## src/rtl/seg_drv_pkg.sv

```systemverilog
package seg_drv_pkg;

  typedef enum logic [1:0] {
    LVL_V0 = 2'b00,
    LVL_V2 = 2'b01,
    LVL_V3 = 2'b10,
    LVL_V5 = 2'b11
  } seg_lvl_e;

  // Drive code from latched bit, alternation phase and active-low blank.
  function automatic seg_lvl_e lvl_code(input logic bit_on, input logic alt,
                                        input logic blank_n);
    seg_lvl_e r;
    if (!blank_n)    r = LVL_V0;
    else if (bit_on) r = alt ? LVL_V0 : LVL_V5;
    else             r = alt ? LVL_V2 : LVL_V3;
    return r;
  endfunction

  // Which nibble slot fills column col, for a given direction.
  function automatic int nib_of_col(input int col, input int ncols,
                                    input int nw, input logic dir);
    return dir ? (col / nw) : ((ncols - 1 - col) / nw);
  endfunction

  // Which nibble lane (bit of the bus) fills column col.
  function automatic int lane_of_col(input int col, input int nw,
                                     input logic dir);
    return dir ? (nw - 1 - (col % nw)) : (col % nw);
  endfunction

endpackage

```

## src/rtl/seg_in_sync.sv

```systemverilog
module seg_in_sync #(
  parameter int W      = 1,
  parameter int STAGES = 2
) (
  input  logic         clk,
  input  logic         rst_n,
  input  logic [W-1:0] d,
  output logic [W-1:0] q
);

  logic [W-1:0] stg [STAGES];

  always_ff @(posedge clk or negedge rst_n) begin
    if (!rst_n) begin
      for (int i = 0; i < STAGES; i++) stg[i] <= '0;
    end else begin
      stg[0] <= d;
      for (int i = 1; i < STAGES; i++) stg[i] <= stg[i-1];
    end
  end

  assign q = stg[STAGES-1];

endmodule

```

## src/rtl/seg_chain_ctl.sv

```systemverilog
module seg_chain_ctl #(
  parameter int NUM_NIBS = 20,
  parameter int CNT_W    = 5
) (
  input  logic             clk,
  input  logic             rst_n,
  input  logic             sh_s,
  input  logic             lat_s,
  input  logic             en_s,
  output logic             cap_evt,
  output logic             lat_evt,
  output logic [CNT_W-1:0] wr_idx,
  output logic             full_q
);

  localparam logic [CNT_W-1:0] LAST = CNT_W'(NUM_NIBS - 1);

  logic             sh_prev, lat_prev;
  logic             sh_fall;
  logic [CNT_W-1:0] cnt_q;
  logic             full_eff;

  always_ff @(posedge clk or negedge rst_n) begin
    if (!rst_n) begin
      sh_prev  <= 1'b0;
      lat_prev <= 1'b0;
    end else begin
      sh_prev  <= sh_s;
      lat_prev <= lat_s;
    end
  end

  assign sh_fall = sh_prev & ~sh_s;
  assign lat_evt = lat_prev & ~lat_s;

  // Latch-first: a latch in this cycle re-arms before the shift is judged.
  assign full_eff = full_q & ~lat_evt;
  assign wr_idx   = lat_evt ? '0 : cnt_q;
  assign cap_evt  = sh_fall & en_s & ~full_eff;

  always_ff @(posedge clk or negedge rst_n) begin
    if (!rst_n) begin
      cnt_q  <= '0;
      full_q <= 1'b0;
    end else if (cap_evt) begin
      if (wr_idx == LAST) begin
        cnt_q  <= '0;
        full_q <= 1'b1;
      end else begin
        cnt_q  <= wr_idx + 1'b1;
        full_q <= 1'b0;
      end
    end else if (lat_evt) begin
      cnt_q  <= '0;
      full_q <= 1'b0;
    end
  end

endmodule

```

## src/rtl/seg_data_reg.sv

```systemverilog
module seg_data_reg
  import seg_drv_pkg::*;
#(
  parameter int NUM_COLS = 80,
  parameter int NIB_W    = 4,
  parameter int CNT_W    = 5
) (
  input  logic                clk,
  input  logic                rst_n,
  input  logic                cap_evt,
  input  logic                dir,
  input  logic [CNT_W-1:0]    wr_idx,
  input  logic [NIB_W-1:0]    nib,
  output logic [NUM_COLS-1:0] data_q
);

  logic [NUM_COLS-1:0] col_we;
  logic [NUM_COLS-1:0] col_nb;

  for (genvar c = 0; c < NUM_COLS; c++) begin : g_col
    localparam int K_DN = nib_of_col(c, NUM_COLS, NIB_W, 1'b0);
    localparam int J_DN = lane_of_col(c, NIB_W, 1'b0);
    localparam int K_UP = nib_of_col(c, NUM_COLS, NIB_W, 1'b1);
    localparam int J_UP = lane_of_col(c, NIB_W, 1'b1);
    logic hit_dn, hit_up;
    assign hit_dn    = (wr_idx == CNT_W'(K_DN));
    assign hit_up    = (wr_idx == CNT_W'(K_UP));
    assign col_we[c] = cap_evt & (dir ? hit_up : hit_dn);
    assign col_nb[c] = dir ? nib[J_UP] : nib[J_DN];
  end

  always_ff @(posedge clk or negedge rst_n) begin
    if (!rst_n) data_q <= '0;
    else        data_q <= (data_q & ~col_we) | (col_nb & col_we);
  end

endmodule

```

## src/rtl/seg_out_stage.sv

```systemverilog
module seg_out_stage
  import seg_drv_pkg::*;
#(
  parameter int NUM_COLS = 80
) (
  input  logic                  clk,
  input  logic                  rst_n,
  input  logic                  lat_evt,
  input  logic [NUM_COLS-1:0]   data_q,
  input  logic                  alt,
  input  logic                  blank_n,
  output logic [NUM_COLS-1:0]   latch_q,
  output logic [2*NUM_COLS-1:0] lvl
);

  always_ff @(posedge clk or negedge rst_n) begin
    if (!rst_n)       latch_q <= '0;
    else if (lat_evt) latch_q <= data_q;
  end

  for (genvar c = 0; c < NUM_COLS; c++) begin : g_lvl
    assign lvl[2*c +: 2] = lvl_code(latch_q[c], alt, blank_n);
  end

endmodule

```

## src/rtl/seg_drv_core.sv

```systemverilog
module seg_drv_core #(
  parameter int NUM_COLS    = 80,
  parameter int NIB_W       = 4,
  parameter int SYNC_STAGES = 2
) (
  input  logic                  clk,
  input  logic                  rst_n,
  input  logic                  shclk_i,
  input  logic                  latch_i,
  input  logic [NIB_W-1:0]      nib_i,
  input  logic                  dir_i,
  input  logic                  alt_i,
  input  logic                  blank_n_i,
  input  logic                  chain_a_i,
  input  logic                  chain_b_i,
  output logic                  chain_a_o,
  output logic                  chain_a_oe,
  output logic                  chain_b_o,
  output logic                  chain_b_oe,
  output logic [2*NUM_COLS-1:0] lvl_o
);

  localparam int NUM_NIBS = NUM_COLS / NIB_W;
  localparam int CNT_W    = (NUM_NIBS > 1) ? $clog2(NUM_NIBS) : 1;
  localparam int SYNC_W   = NIB_W + 3;

  logic                en_raw;
  logic [SYNC_W-1:0]   sync_q;
  logic                sh_s, lat_s, en_s;
  logic [NIB_W-1:0]    nib_s;
  logic [NIB_W-1:0]    nib_gated;
  logic                cap_evt, lat_evt, full_q;
  logic [CNT_W-1:0]    wr_idx;
  logic [NUM_COLS-1:0] data_q;
  logic [NUM_COLS-1:0] latch_q;

  assign en_raw = dir_i ? chain_a_i : chain_b_i;

  seg_in_sync #(.W(SYNC_W), .STAGES(SYNC_STAGES)) u_sync (
    .clk   (clk),
    .rst_n (rst_n),
    .d     ({nib_i, en_raw, latch_i, shclk_i}),
    .q     (sync_q)
  );

  assign sh_s  = sync_q[0];
  assign lat_s = sync_q[1];
  assign en_s  = sync_q[2];
  assign nib_s = sync_q[3 +: NIB_W];

  seg_chain_ctl #(.NUM_NIBS(NUM_NIBS), .CNT_W(CNT_W)) u_ctl (
    .clk     (clk),
    .rst_n   (rst_n),
    .sh_s    (sh_s),
    .lat_s   (lat_s),
    .en_s    (en_s),
    .cap_evt (cap_evt),
    .lat_evt (lat_evt),
    .wr_idx  (wr_idx),
    .full_q  (full_q)
  );

  // Internal bus is held low unless this cycle captures.
  assign nib_gated = cap_evt ? nib_s : '0;

  seg_data_reg #(.NUM_COLS(NUM_COLS), .NIB_W(NIB_W), .CNT_W(CNT_W)) u_dreg (
    .clk     (clk),
    .rst_n   (rst_n),
    .cap_evt (cap_evt),
    .dir     (dir_i),
    .wr_idx  (wr_idx),
    .nib     (nib_gated),
    .data_q  (data_q)
  );

  seg_out_stage #(.NUM_COLS(NUM_COLS)) u_out (
    .clk     (clk),
    .rst_n   (rst_n),
    .lat_evt (lat_evt),
    .data_q  (data_q),
    .alt     (alt_i),
    .blank_n (blank_n_i),
    .latch_q (latch_q),
    .lvl     (lvl_o)
  );

  assign chain_a_oe = ~dir_i;
  assign chain_b_oe = dir_i;
  assign chain_a_o  = ~dir_i & full_q;
  assign chain_b_o  = dir_i & full_q;

endmodule

```

## config.mk

```make
export PLATFORM = sky130hd
export DESIGN_NAME = seg_drv_core
export DESIGN_NICKNAME = d
export VERILOG_FILES = /design/src/rtl/seg_drv_pkg.sv /design/src/rtl/seg_in_sync.sv /design/src/rtl/seg_chain_ctl.sv /design/src/rtl/seg_data_reg.sv /design/src/rtl/seg_out_stage.sv /design/src/rtl/seg_drv_core.sv
export SDC_FILE = /design/constraint.sdc
export NUM_CORES = 1
export LEC_CHECK = 0
export BUFFER_PORTS_ARGS = -buffer_cell sky130_fd_sc_hd__buf_2
export CAP_MARGIN = 10
export CORE_ASPECT_RATIO = 0.75
export CORE_UTILIZATION = 35
export DETAILED_ROUTE_END_ITERATION = 8
export HOLD_SLACK_MARGIN = 0.12
export PLACE_DENSITY = 0.57
export SYNTH_ARGS = -nofsm -noshare
export SYNTH_HDL_FRONTEND = slang
export SYNTH_SLANG_ARGS = --single-unit
```

## constraint.sdc

```tcl
create_clock -name clk -period 5.1 [get_ports clk]
set_clock_uncertainty 0.2 [all_clocks]
set_input_delay 0.255 -clock clk [delete_from_list [all_inputs] [get_ports clk]]
set_output_delay 0.255 -clock clk [all_outputs]
set_load 0.01 [all_outputs]
```

==> key figures, run 1 <==
Run status
  – Status: finished clean

Route
  – 1st-pass router iterations: 5
  – Routed WL: 18500 µm
  – Routed vias/inst: 4.45
  – Drt wl/cell: 13.7 µm
  – Post-DRT Antenna Nets: 0
  – Vias: 5994
  – DRT iter0 DRCs: 400
  – DRC viols: 0

Critical path
  – Reg2reg start: u_sync.q[1]
  – Required @ worst endpoint: 5.22 ns
  – Crit path DAT: roughly 3.2 ns
  – Reg2Reg Depth: 7
  – Critical path peak fanout: 90
  – Setup crit end kind: register
  – Setup crit start kind: register
  – Worst setup startpoint: u_sync.q[1]
  – R2R Setup Slk: slightly above 2 ns
  – Critical path type: register to register

Floorplanning
  – Die Span X: 190 µm
  – Die area: 27000 µm²
  – Core Region: 25900 µm²
  – # rows: 51
  – Initial Util: 35.6%
  – Die height: 143 µm
  – # IOs: around 180

Clock network
  – CTS tree: built
  – Post-CTS Hold Buffers: 9
  – Clock root buffer master: clkbuf_16
  – Clk slew on worst S/H paths: 0.07 ns
  – Worst-Skew Late Latency: 0.43 ns
  – TritonCTS Buffers: 17
  – H-tree Lvls: 4
  – Post-CTS Setup Inserts: 0
  – Max clock buf depth: 2
  – Resized Gates After CTS: 0
  – # clock sinks: between 150 and 200

Yosys
  – Most frequent cells after synthesis: nand2_1, dfrtp_1, and2_1, buf_4, xor2_1
  – Top cells by area, synth: dfrtp_1, nand2_1, xor2_1
  – Multiplexer area fraction after synthesis: 10.3%
  – Largest family of logic cells by synthesized area: simple AND/OR/NAND/NOR gates
  – Mapped Area: 9230 µm²
  – Top_reg_cell synth: dfrtp_1
  – Post-synthesis adder-cell area fraction: less than 1%
  – Yosys top cell area share: between 40% and 50%
  – Simple-gate share of the synthesized area: 20.0%
  – Yosys reg bits: 182
  – Ys Warns: 0
  – Fraction of registers with async set/reset: 100%
  – Post-synth EDFFs: 0
  – Synth Instances: 914
  – Compound-Gate Fraction of Synth Area: between 2 and 3%
  – Net Count, Synth: 929
  – Yosys cell types: 47
  – Seq/Total Area, Yosys: roughly half
  – Count leader, synth: nand2_1
  – Syn Area/Cell: 10.1 µm²
  – Synth Area in XOR/XNOR: 7.78%
  – Post-synth top area cell: dfrtp_1

Timing
  – Final setup violation count: 0
  – Slew headroom: 31.1%
  – Final Hold Viols: 0
  – Final TNS setup: 0 ns
  – Crit share post-route: about 60%
  – Worst Max-Slew Pin Slew: approximately 1.0 ns
  – Fin. max-slew vios: 0
  – FMAX: 329 MHz
  – Unrepaired setup endpoints after global routing: no
  – Crit path time final: 3.04 ns

Power
  – Pwr dens: 302 nW/µm²
  – Worst VDD drop: 215 µV
  – Logic gate share of total power: between 10% and 20%
  – Switching share of power: 26.4%
  – Reg power frac: 47.8%
  – Int Power: approximately 0.0023 W
  – Clock share of power: 41.4%
  – NetSw: 0.000832 W
  – Static Leak: 5.78 nW

Worst hold path
  – Worst min path class: register to register

Global routing
  – Gr ovfl total: 0
  – Vias in the first global route: 5618
  – GRT Total Usage: around 14%
  – Largest net degree at the start of global routing: 183
  – Initial antenna violation count: 0
  – First-pass GRT wire length: 30200 µm

Place
  – GPL Wtd Cong: 0.786
  – Port bufs: roughly 180
  – Post-Place Cell Area: just under 10000 µm²
  – Hpwl dp: 11900 µm

Flow run
  – Max-cap check violation count: 0

Layout
  – Finished Cell Area: 10400 µm²
  – Layout area overhead: 13.1%
  – Total Nets Final: roughly 1000
  – Antenna diode count: 0
  – Layout cell share with drive strength beyond 1: 28.8%
[per-layer routing]
metal / GRT usage, % / part of all wire [%] / up-vias
met1: 21.4 / 52 / 2873
li1: - / - / 2998
met5: 0 / 0 / -
met3: 3.12 / 4.5 / 12
met2: 19.9 / 42 / 111
met4: 4.54 / 0.98 / 0
[power by group through the flow]
stage                     Sequential, W  Clock [W]  Combinational, W
after floorplan                 0.00152          0          0.000269
after global placement          0.00154          0          0.000340
after detailed placement        0.00154          0          0.000342
after CTS                       0.00151    0.00134          0.000350
after global routing            0.00151    0.00139          0.000388
final                           0.00151    0.00131          0.000340
[worst min-delay path by stage]
stage                        start                    endpoint  slack [ns]  depth (start not counted)
floorplan                    rst_n  asynchronous set/reset pin       -0.24                          0
detailed placement  u_sync.stg[11]                 u_sync.q[4]        0.13                          0
finish              u_sync.stg[11]                 u_sync.q[4]        0.15                          0
CTS                 u_sync.stg[11]                 u_sync.q[4]        0.15                          0
global route        u_sync.stg[12]                 u_sync.q[5]        0.15                          0
global placement    u_sync.stg[10]                 u_sync.q[3]        0.13                          0
[worst max-delay path: stages, from the launching register on]
cell and delay (ns):
dfrtp_1 0.40, nand2b_4 0.61, nand2_1 0.33, ha_1 0.20
nand2b_1 0.17, o21bai_1 0.23, a21oi_1 0.39, mux2_2 0.38
[through the flow]
stage	instances	setup WS (ns)	hold WS (ns)	util (%)	power, W
after floorplan	914	0.850	-0.241	-	0.00179
after global placement	1305	2.06	0.134	37.7	0.00188
after detailed placement	1305	2.03	0.135	37.7	0.00188
after CTS	1346	2.01	0.150	40.3	0.00320
after global routing	1346	1.81	0.153	40.3	0.00330
final	1346	2.06	0.149	40.3	0.00315
[logic make-up (layout without fill, tap and decap cells)]
logic type,after synthesis,after routing
compound gates,31,31
xor+xnor,82,82
mux,85,85
buf+inv,140,228
flops,182,182
fa+ha+maj,2,2
simple gates,392,392
[cells in the final DEF, fill, tap and decap left out, types with 3 or more instances in the layout]
cell type	instances
nor4_1	5
dfrtp_1	182
buf_2	174
mux2_2	57
inv_1	4
a21oi_1	4
nor3_1	5
clkinv_4	3
nand2_1	252
buf_4	7
mux2i_1	4
mux2_1	24
o2111ai_1	4
nand4_1	3
dlygate4sd3_1	9
nor2_1	22
clkbuf_16	17
and2_1	82
o21ai_0	5
xor2_1	80
nand2b_1	4
inv_6	5
[layout make-up]
cell class	count	area [µm²]
Tap cell	344	430
Inverter	4	15.0
Clock inverter	13	135
Multi-Input combinational cell	592	3810
Sequential cell	182	4550
Timing Repair Buffer	192	1040
Clock buffer	19	453
Fill cell	2642	15500
No activity file was read; power rests on OpenSTA's default activity.
==> run 2: changes to the inputs <==
--- a/config.mk
+++ b/config.mk
@@ -5,6 +5,7 @@
 export SDC_FILE = /design/constraint.sdc
 export NUM_CORES = 1
 export LEC_CHECK = 0
+export ABC_AREA = 1
 export BUFFER_PORTS_ARGS = -buffer_cell sky130_fd_sc_hd__buf_2
 export CAP_MARGIN = 10
 export CORE_ASPECT_RATIO = 0.75
==> constraint.sdc (replaced) <==
create_clock -name clk -period 3.1 [get_ports clk]
set_clock_uncertainty 0.2 [all_clocks]
set_input_delay 0.155 -clock clk [delete_from_list [all_inputs] [get_ports clk]]
set_output_delay 0.155 -clock clk [all_outputs]
set_load 0.01 [all_outputs]
==> key figures, run 2 <==
Yosys
  – Seq/Total Area, Yosys: 49.8%
  – Yosys cell types: 26
  – Ys Warns: 0
  – Net Count, Synth: 1118
  – Fraction of registers with async set/reset: 100%
  – Post-synth EDFFs: 0
  – Top_reg_cell synth: dfrtp_1
  – Post-synth top area cell: dfrtp_1
  – Syn Area/Cell: 8.29 µm²
  – Mapped Area: slightly above 9000 µm²
  – Synth Instances: 1103
  – Top cells by area, synth: dfrtp_1, nand2_1, xnor2_1
  – Most frequent cells after synthesis: nand2_1, dfrtp_1, nor2_1, buf_4, xnor2_1
  – Count leader, synth: nand2_1
  – Yosys top cell area share: between 40 and 50%
  – Yosys reg bits: 182

Layout
  – Core Util, Final: 41.7%
  – Layout area overhead: 15.5%
  – Antenna diode count: 0
  – Commonest non-fill, non-tap cell in the layout: nand2_1
  – Most frequent cells in the layout: nand2_1, dfrtp_1, buf_2
  – Total Nets Final: roughly 1200
  – Layout cell share with drive strength beyond 1: 21.8%

Critical path
  – Setup crit start kind: register
  – CP cell instances: inv_2 > nand2_4 > nand2_1 > nor2_1 > inv_1 > nor2_1 > ha_1 > inv_1 > a21oi_1 > nand2_1 > nand2_1 > o21ai_0
  – Critical path peak fanout: 21
  – Largest stage delay on the critical path: 0.42 ns
  – Critical path type: register to register
  – Slowest cell on crit path: dfrtp_1
  – R2R Setup Slk: 0.88 ns
  – Required @ worst endpoint: 3.20 ns
  – CP dominant cell by count: nand2_1
  – Crit path DAT: about 2.3 ns
  – Reg2Reg Depth: 12
  – Setup crit end kind: register

Power
  – Reg power frac: between 40 and 50%
  – Worst VDD drop: 312 µV
  – Static Leak: 5.63 nW
  – Clock share of power: 38.3%
  – NetSw: between 0.0015 and 0.002 W
  – Pwr dens: 524 nW/µm²
  – Logic gate share of total power: 14.1%
  – Switching share of power: between 20% and 30%
  – Int Power: 0.00401 W

Global routing
  – Largest net degree at the start of global routing: 81
  – Vias in the first global route: approximately 6500
  – First-pass GRT wire length: 34700 µm
  – GRT Total Usage: ~16%
  – Initial antenna violation count: 0
  – Gr ovfl total: 0

Route
  – 1st-pass router iterations: 4
  – Routed WL: between 20000 and 25000 µm
  – Routed vias/inst: approximately 4.5
  – Vias: about 7000
  – Post-DRT Antenna Nets: 0
  – DRC viols: 0
  – Drt wl/cell: 13.4 µm
  – DRT iter0 DRCs: 516

Timing
  – Final TNS setup: 0 ns
  – Crit path time final: around 2.2 ns
  – Unrepaired setup endpoints after global routing: no
  – FMAX: 451 MHz
  – Fin. max-slew vios: 0
  – Worst Max-Slew Pin Slew: 0.911 ns
  – Crit share post-route: a little under three quarters
  – Final WS setup: 0.884 ns
  – Final Hold Viols: 0
  – Final setup violation count: 0
  – Slew headroom: 39.1%

Floorplanning
  – Die area: 26800 µm²
  – # rows: 50
  – Die Span X: 189 µm
  – Initial Util: 36.2%
  – Core Region: between 20000 and 30000 µm²
  – # IOs: 177
  – Die height: 142 µm

Clock network
  – Max clock buf depth: 2
  – Clock root buffer master: clkbuf_16
  – TritonCTS Buffers: 17
  – Worst-Skew Late Latency: 0.42 ns
  – # clock sinks: 182
  – Post-CTS Setup Inserts: 0
  – H-tree Lvls: 4
  – CTS tree: built
  – Clk slew on worst S/H paths: 0.07 ns

Flow run
  – Max-cap check violation count: 0

Place
  – Hpwl dp: roughly 14000 µm
  – Place WS: 0.935 ns
  – GPL Wtd Cong: 0.831
  – Port bufs: 176

Worst hold path
  – Worst min path class: input port to asynchronous set/reset pin

Run status
  – Status: finished clean
==> run 2: cell types whose count changed in the layout (fill, tap and decap cells not counted), sizes merged, moves of 39 or more <==
| cell | before | now |
|---|---|---|
| nor2 | 23 | 112 |
| xnor2 | 2 | 80 |
| nand4 | 3 | 42 |
| nand3 | 4 | 65 |
| nand2 | 252 | 444 |
| and2 | 82 | 0 |
| xor2 | 80 | 1 |
| mux2 | 81 | 0 |
==> run 2: cell families (layout without fill, tap and decap cells) <==
| group | Yosys count | after routing | synth area share, % |
|---|---|---|---|
| AOI/OAI and AO/OA | 26 | 26 | 1.63 |
| xor gates and xnor gates | 81 | 81 | 7.76 |
| adders and majority gates | 2 | 2 | 0.274 |
| buffers and inverters | 149 | 259 | 9.88 |
| DFF | 182 | 182 | 49.8 |
| and+or+nand+nor | 663 | 663 | 30.6 |
==> run 2: metal layers <==
metal	wire [µm]	share of wire, %	track usage, %	vias up
met5	0	0	0	-
met4	74	0.36	3.48	0
met3	1170	5.6	3.13	4
met2	8230	39	21.6	170
met1	11400	55	25.9	3153
li1	-	-	-	3576
==> run 2: metrics by stage <==
| stage | power [W] | area, µm² | cells | hold WS [ns] |
|---|---|---|---|---|
| 2_1_floorplan | 0.00322 | 9140 | 1103 | -0.341 |
| 3_3_place_gp | 0.00344 | 9870 | 1509 | 0.0109 |
| 3_5_place_dp | 0.00345 | 9870 | 1509 | 0.0293 |
| 4_1_cts | 0.00561 | 10600 | 1551 | 0.149 |
| 5_1_grt | 0.00580 | 10600 | 1551 | 0.157 |
| 6_report | 0.00553 | 10600 | 1551 | 0.123 |
==> run 2: repair_timing <==
item	4_1_cts	5_1_grt
hold endpoints to repair	174	0
gates resized for setup	0	0
hold buffers	10	0
==> run 2: worst max-delay path: cells and delay by family (launching register included) <==
kind / cells / cell delay (ns)
and+or+nand+nor: 6 / 0.90
DFF: 1 / 0.42
buffers and inverters: 3 / 0.23
AOI/OAI and AO/OA: 2 / 0.19
adders and majority gates: 1 / 0.14
==> run 2: area by class of cell <==
| cell class | count | area (µm²) |
|---|---|---|
| inverter | 20 | 75.1 |
| clock buffer | 20 | 467 |
| timing repair buffer | 207 | 1220 |
| tap | 338 | 423 |
| fill | 2647 | 14700 |
| clock inverter | 12 | 114 |
| sequential | 182 | 4550 |
| multi-input combinational | 772 | 3700 |
==> run 2: power by group through the flow <==
stage / clock (W) / combinational (W) / sequential, W
floorplan: 0 / 0.000587 / 0.00264
global placement: 0 / 0.000773 / 0.00267
detailed placement: 0 / 0.000784 / 0.00267
CTS: 0.00219 / 0.000798 / 0.00263
global route: 0.00228 / 0.000886 / 0.00264
finish: 0.00212 / 0.000782 / 0.00263
==> run 2: final timing paths <==
kind | from | end
hold / removal | rst_n | u_out.latch_q[20]
max in group asynchronous | rst_n | u_ctl.cnt_q[2]
setup / recovery | u_sync.q[1] | register
setup reg to reg | u_sync.q[1] | register
min in group clk | u_sync.stg[7] | u_sync.q[0]
hold reg to reg | u_sync.stg[7] | u_sync.q[0]
==> run 3: changes to the inputs <==
--- a/config.mk
+++ b/config.mk
@@ -12,7 +12,7 @@
 export CORE_UTILIZATION = 35
 export DETAILED_ROUTE_END_ITERATION = 8
 export HOLD_SLACK_MARGIN = 0.12
-export PLACE_DENSITY = 0.57
+export PLACE_DENSITY = 0.59
 export SYNTH_ARGS = -nofsm -noshare
 export SYNTH_HDL_FRONTEND = slang
 export SYNTH_SLANG_ARGS = --single-unit
==> constraint.sdc (replaced) <==
create_clock -name clk -period 1.8 [get_ports clk]
set_clock_uncertainty 0.2 [all_clocks]
set_input_delay 0.09 -clock clk [delete_from_list [all_inputs] [get_ports clk]]
set_output_delay 0.09 -clock clk [all_outputs]
set_load 0.01 [all_outputs]
==> key figures, run 3 (same netlist as run 2, synthesis figures left out) <==
Layout
  – Finished Cell Area: 11700 µm²
  – Commonest non-fill, non-tap cell in the layout: nand2_1
  – Most frequent cells in the layout: nand2_1, dfrtp_1, buf_2
  – Antenna diode count: 0
  – Layout cell share with drive strength beyond 1: 30.0%
  – Post-Layout Cell Count: 1633
  – Area of all sequential standard cells: 4550 µm²
  – Total Nets Final: 1297
  – Multi-input gate area: 4000 µm²
  – Fillers: 2445
  – Layout area overhead: 28.4%

Place
  – GPL Wtd Cong: 0.867
  – Post-Place Cell Area: 10400 µm²
  – Cells after DPL: 1563
  – Hpwl dp: 14700 µm
  – Port bufs: roughly 180

Worst hold path
  – Hold Path Depth: 0
  – End point of the worst hold path: u_sync.q[2]
  – Worst hold start: u_sync.stg[9]
  – Worst min path class: register to register

Critical path
  – Reg2reg start: u_sync.q[1]
  – Slowest cell on crit path: dfrtp_1
  – R2R Setup Slk: -0.07 ns
  – Reg2Reg Depth: 10
  – Critical path peak fanout: 8
  – Setup crit start kind: register
  – CP dominant cell by count: nand2_4
  – Largest stage delay on the critical path: ~0.40 ns
  – CP cell instances: inv_2 > nand2_4 > buf_4 > nand2_4 > buf_6 > nand4_1 > nand2_4 > clkbuf_16 > nand4_1 > nand2_1
  – Setup crit end kind: register
  – Required @ worst endpoint: roughly 2 ns
  – Critical path type: register to register
  – Crit path DAT: 2.05 ns

Route
  – Routed vias/inst: 4.57
  – Post-DRT Antenna Nets: 0
  – Routed WL: 23000 µm
  – DRC viols: 0
  – DRT iter0 DRCs: 488
  – Vias: 7468
  – Drt wl/cell: around 14 µm
  – 1st-pass router iterations: 5

Timing
  – Crit share post-route: 104%
  – Final Hold Viols: 0
  – Worst Max-Slew Pin Slew: 0.521 ns
  – FMAX: 535 MHz
  – Unrepaired setup endpoints after global routing: yes
  – Final TNS setup: -1.65 ns
  – Crit path time final: between 1.5 and 2 ns
  – Final setup violation count: between 50 and 60
  – Final WS setup: -0.0709 ns
  – Slew headroom: around two thirds
  – Fin. max-slew vios: 0

Floorplanning
  – # IOs: around 180
  – Die Span X: 189 µm
  – Die height: approximately 140 µm
  – # rows: 50
  – Core Region: 25300 µm²
  – Die area: 26800 µm²
  – Initial Util: ~36%

Power
  – NetSw: 0.00288 W
  – Clock share of power: 37.3%
  – Worst VDD drop: 589 µV
  – Int Power: 0.00691 W
  – Switching share of power: 29.5%
  – Reg power frac: 46.2%
  – Static Leak: 6.11 nW
  – Post-layout power: 0.00979 W
  – Pwr dens: roughly 830 nW/µm²
  – Logic gate share of total power: 16.5%

Clock network
  – Max clock buf depth: 2
  – TritonCTS Buffers: 17
  – # clock sinks: between 150 and 200
  – CTS tree: built
  – H-tree Lvls: 4
  – Clk slew on worst S/H paths: roughly 0.070 ns
  – Worst-Skew Late Latency: approximately 0.43 ns
  – Clock root buffer master: clkbuf_16

Global routing
  – Initial antenna violation count: 0
  – Vias in the first global route: between 6000 and 7000
  – GRT Total Usage: 16.5%
  – Gr ovfl total: 0
  – Largest net degree at the start of global routing: 81
  – First-pass GRT wire length: 35300 µm

Run status
  – Failing checks: setup timing
  – Status: complete, but fails checks

Flow run
  – Max-cap check violation count: 0
run 3: layer usage:
| layer | GRT usage, % | vias to the layer above | wire length (µm) |
|---|---|---|---|
| met2 | 22.8 | 209 | 9560 |
| met1 | 26.0 | 3484 | 12200 |
| met3 | 2.71 | 20 | 1090 |
| met4 | 4.58 | 0 | 212 |
| li1 | - | 3755 | - |
| met5 | 0 | - | 0 |
run 3: power by group through the flow:
| stage | clock [W] | combinational, W | sequential [W] |
|---|---|---|---|
| 2_1_floorplan | 0 | 0.00102 | 0.00454 |
| 3_3_place_gp | 0 | 0.00146 | 0.00460 |
| 3_5_place_dp | 0 | 0.00148 | 0.00460 |
| 4_1_cts | 0.00374 | 0.00154 | 0.00452 |
| 5_1_grt | 0.00390 | 0.00180 | 0.00455 |
| 6_report | 0.00365 | 0.00161 | 0.00452 |
run 3: worst max-delay path by stage:
stage                     cells after the start    endpoint  slack, ns            from
after floorplan                               4  lvl_o[101]      -0.06           alt_i
after detailed placement                     10    register      -0.06  u_ctl.lat_prev
final                                        10    register      -0.07     u_sync.q[1]
after global routing                         12    register      -0.17     u_sync.q[1]
after CTS                                    11    register      -0.02  u_ctl.lat_prev
after global placement                       11    register      -0.03  u_ctl.lat_prev
run 3: critical path: cells and delay by family (launching register included):
kind          cells  cell delay (ns)
buf+inv           4             0.53
flops             1             0.40
simple gates      6             0.66
run 3: area by class of cell:
type / instances / share of cell area, %
clock inverters: 14 / 1.17
flip-flops and latches: 182 / 38.8
clock buffers: 18 / 3.74
inverters: 20 / 0.683
well taps: 338 / 3.60
repair buffers: 289 / 17.9
multi-input cells: 772 / 34.1
run 3: per-stage QoR:
stage / hold WS, ns / worst slack [ns] / util (%)
global route: 0.158 / -0.166 / 46.4
detailed placement: -0.139 / -0.0585 / 41.1
finish: 0.150 / -0.0709 / 46.4
CTS: 0.151 / -0.0223 / 44.5
global placement: -0.147 / -0.0323 / 41.1
floorplan: -0.406 / -0.0590 / -
run 3: timing repair:
| action | 4_1_cts | 5_1_grt |
|---|---|---|
| setup buffers | 3 | 7 |
| cloned | 0 | 7 |
| endpoints found under the setup margin | 35 | 82 |
| hold buffers | 20 | 2 |
| endpoints found under the hold margin | 202 | 1 |
| pin swaps | 5 | 20 |
| resized for setup | 13 | 69 |
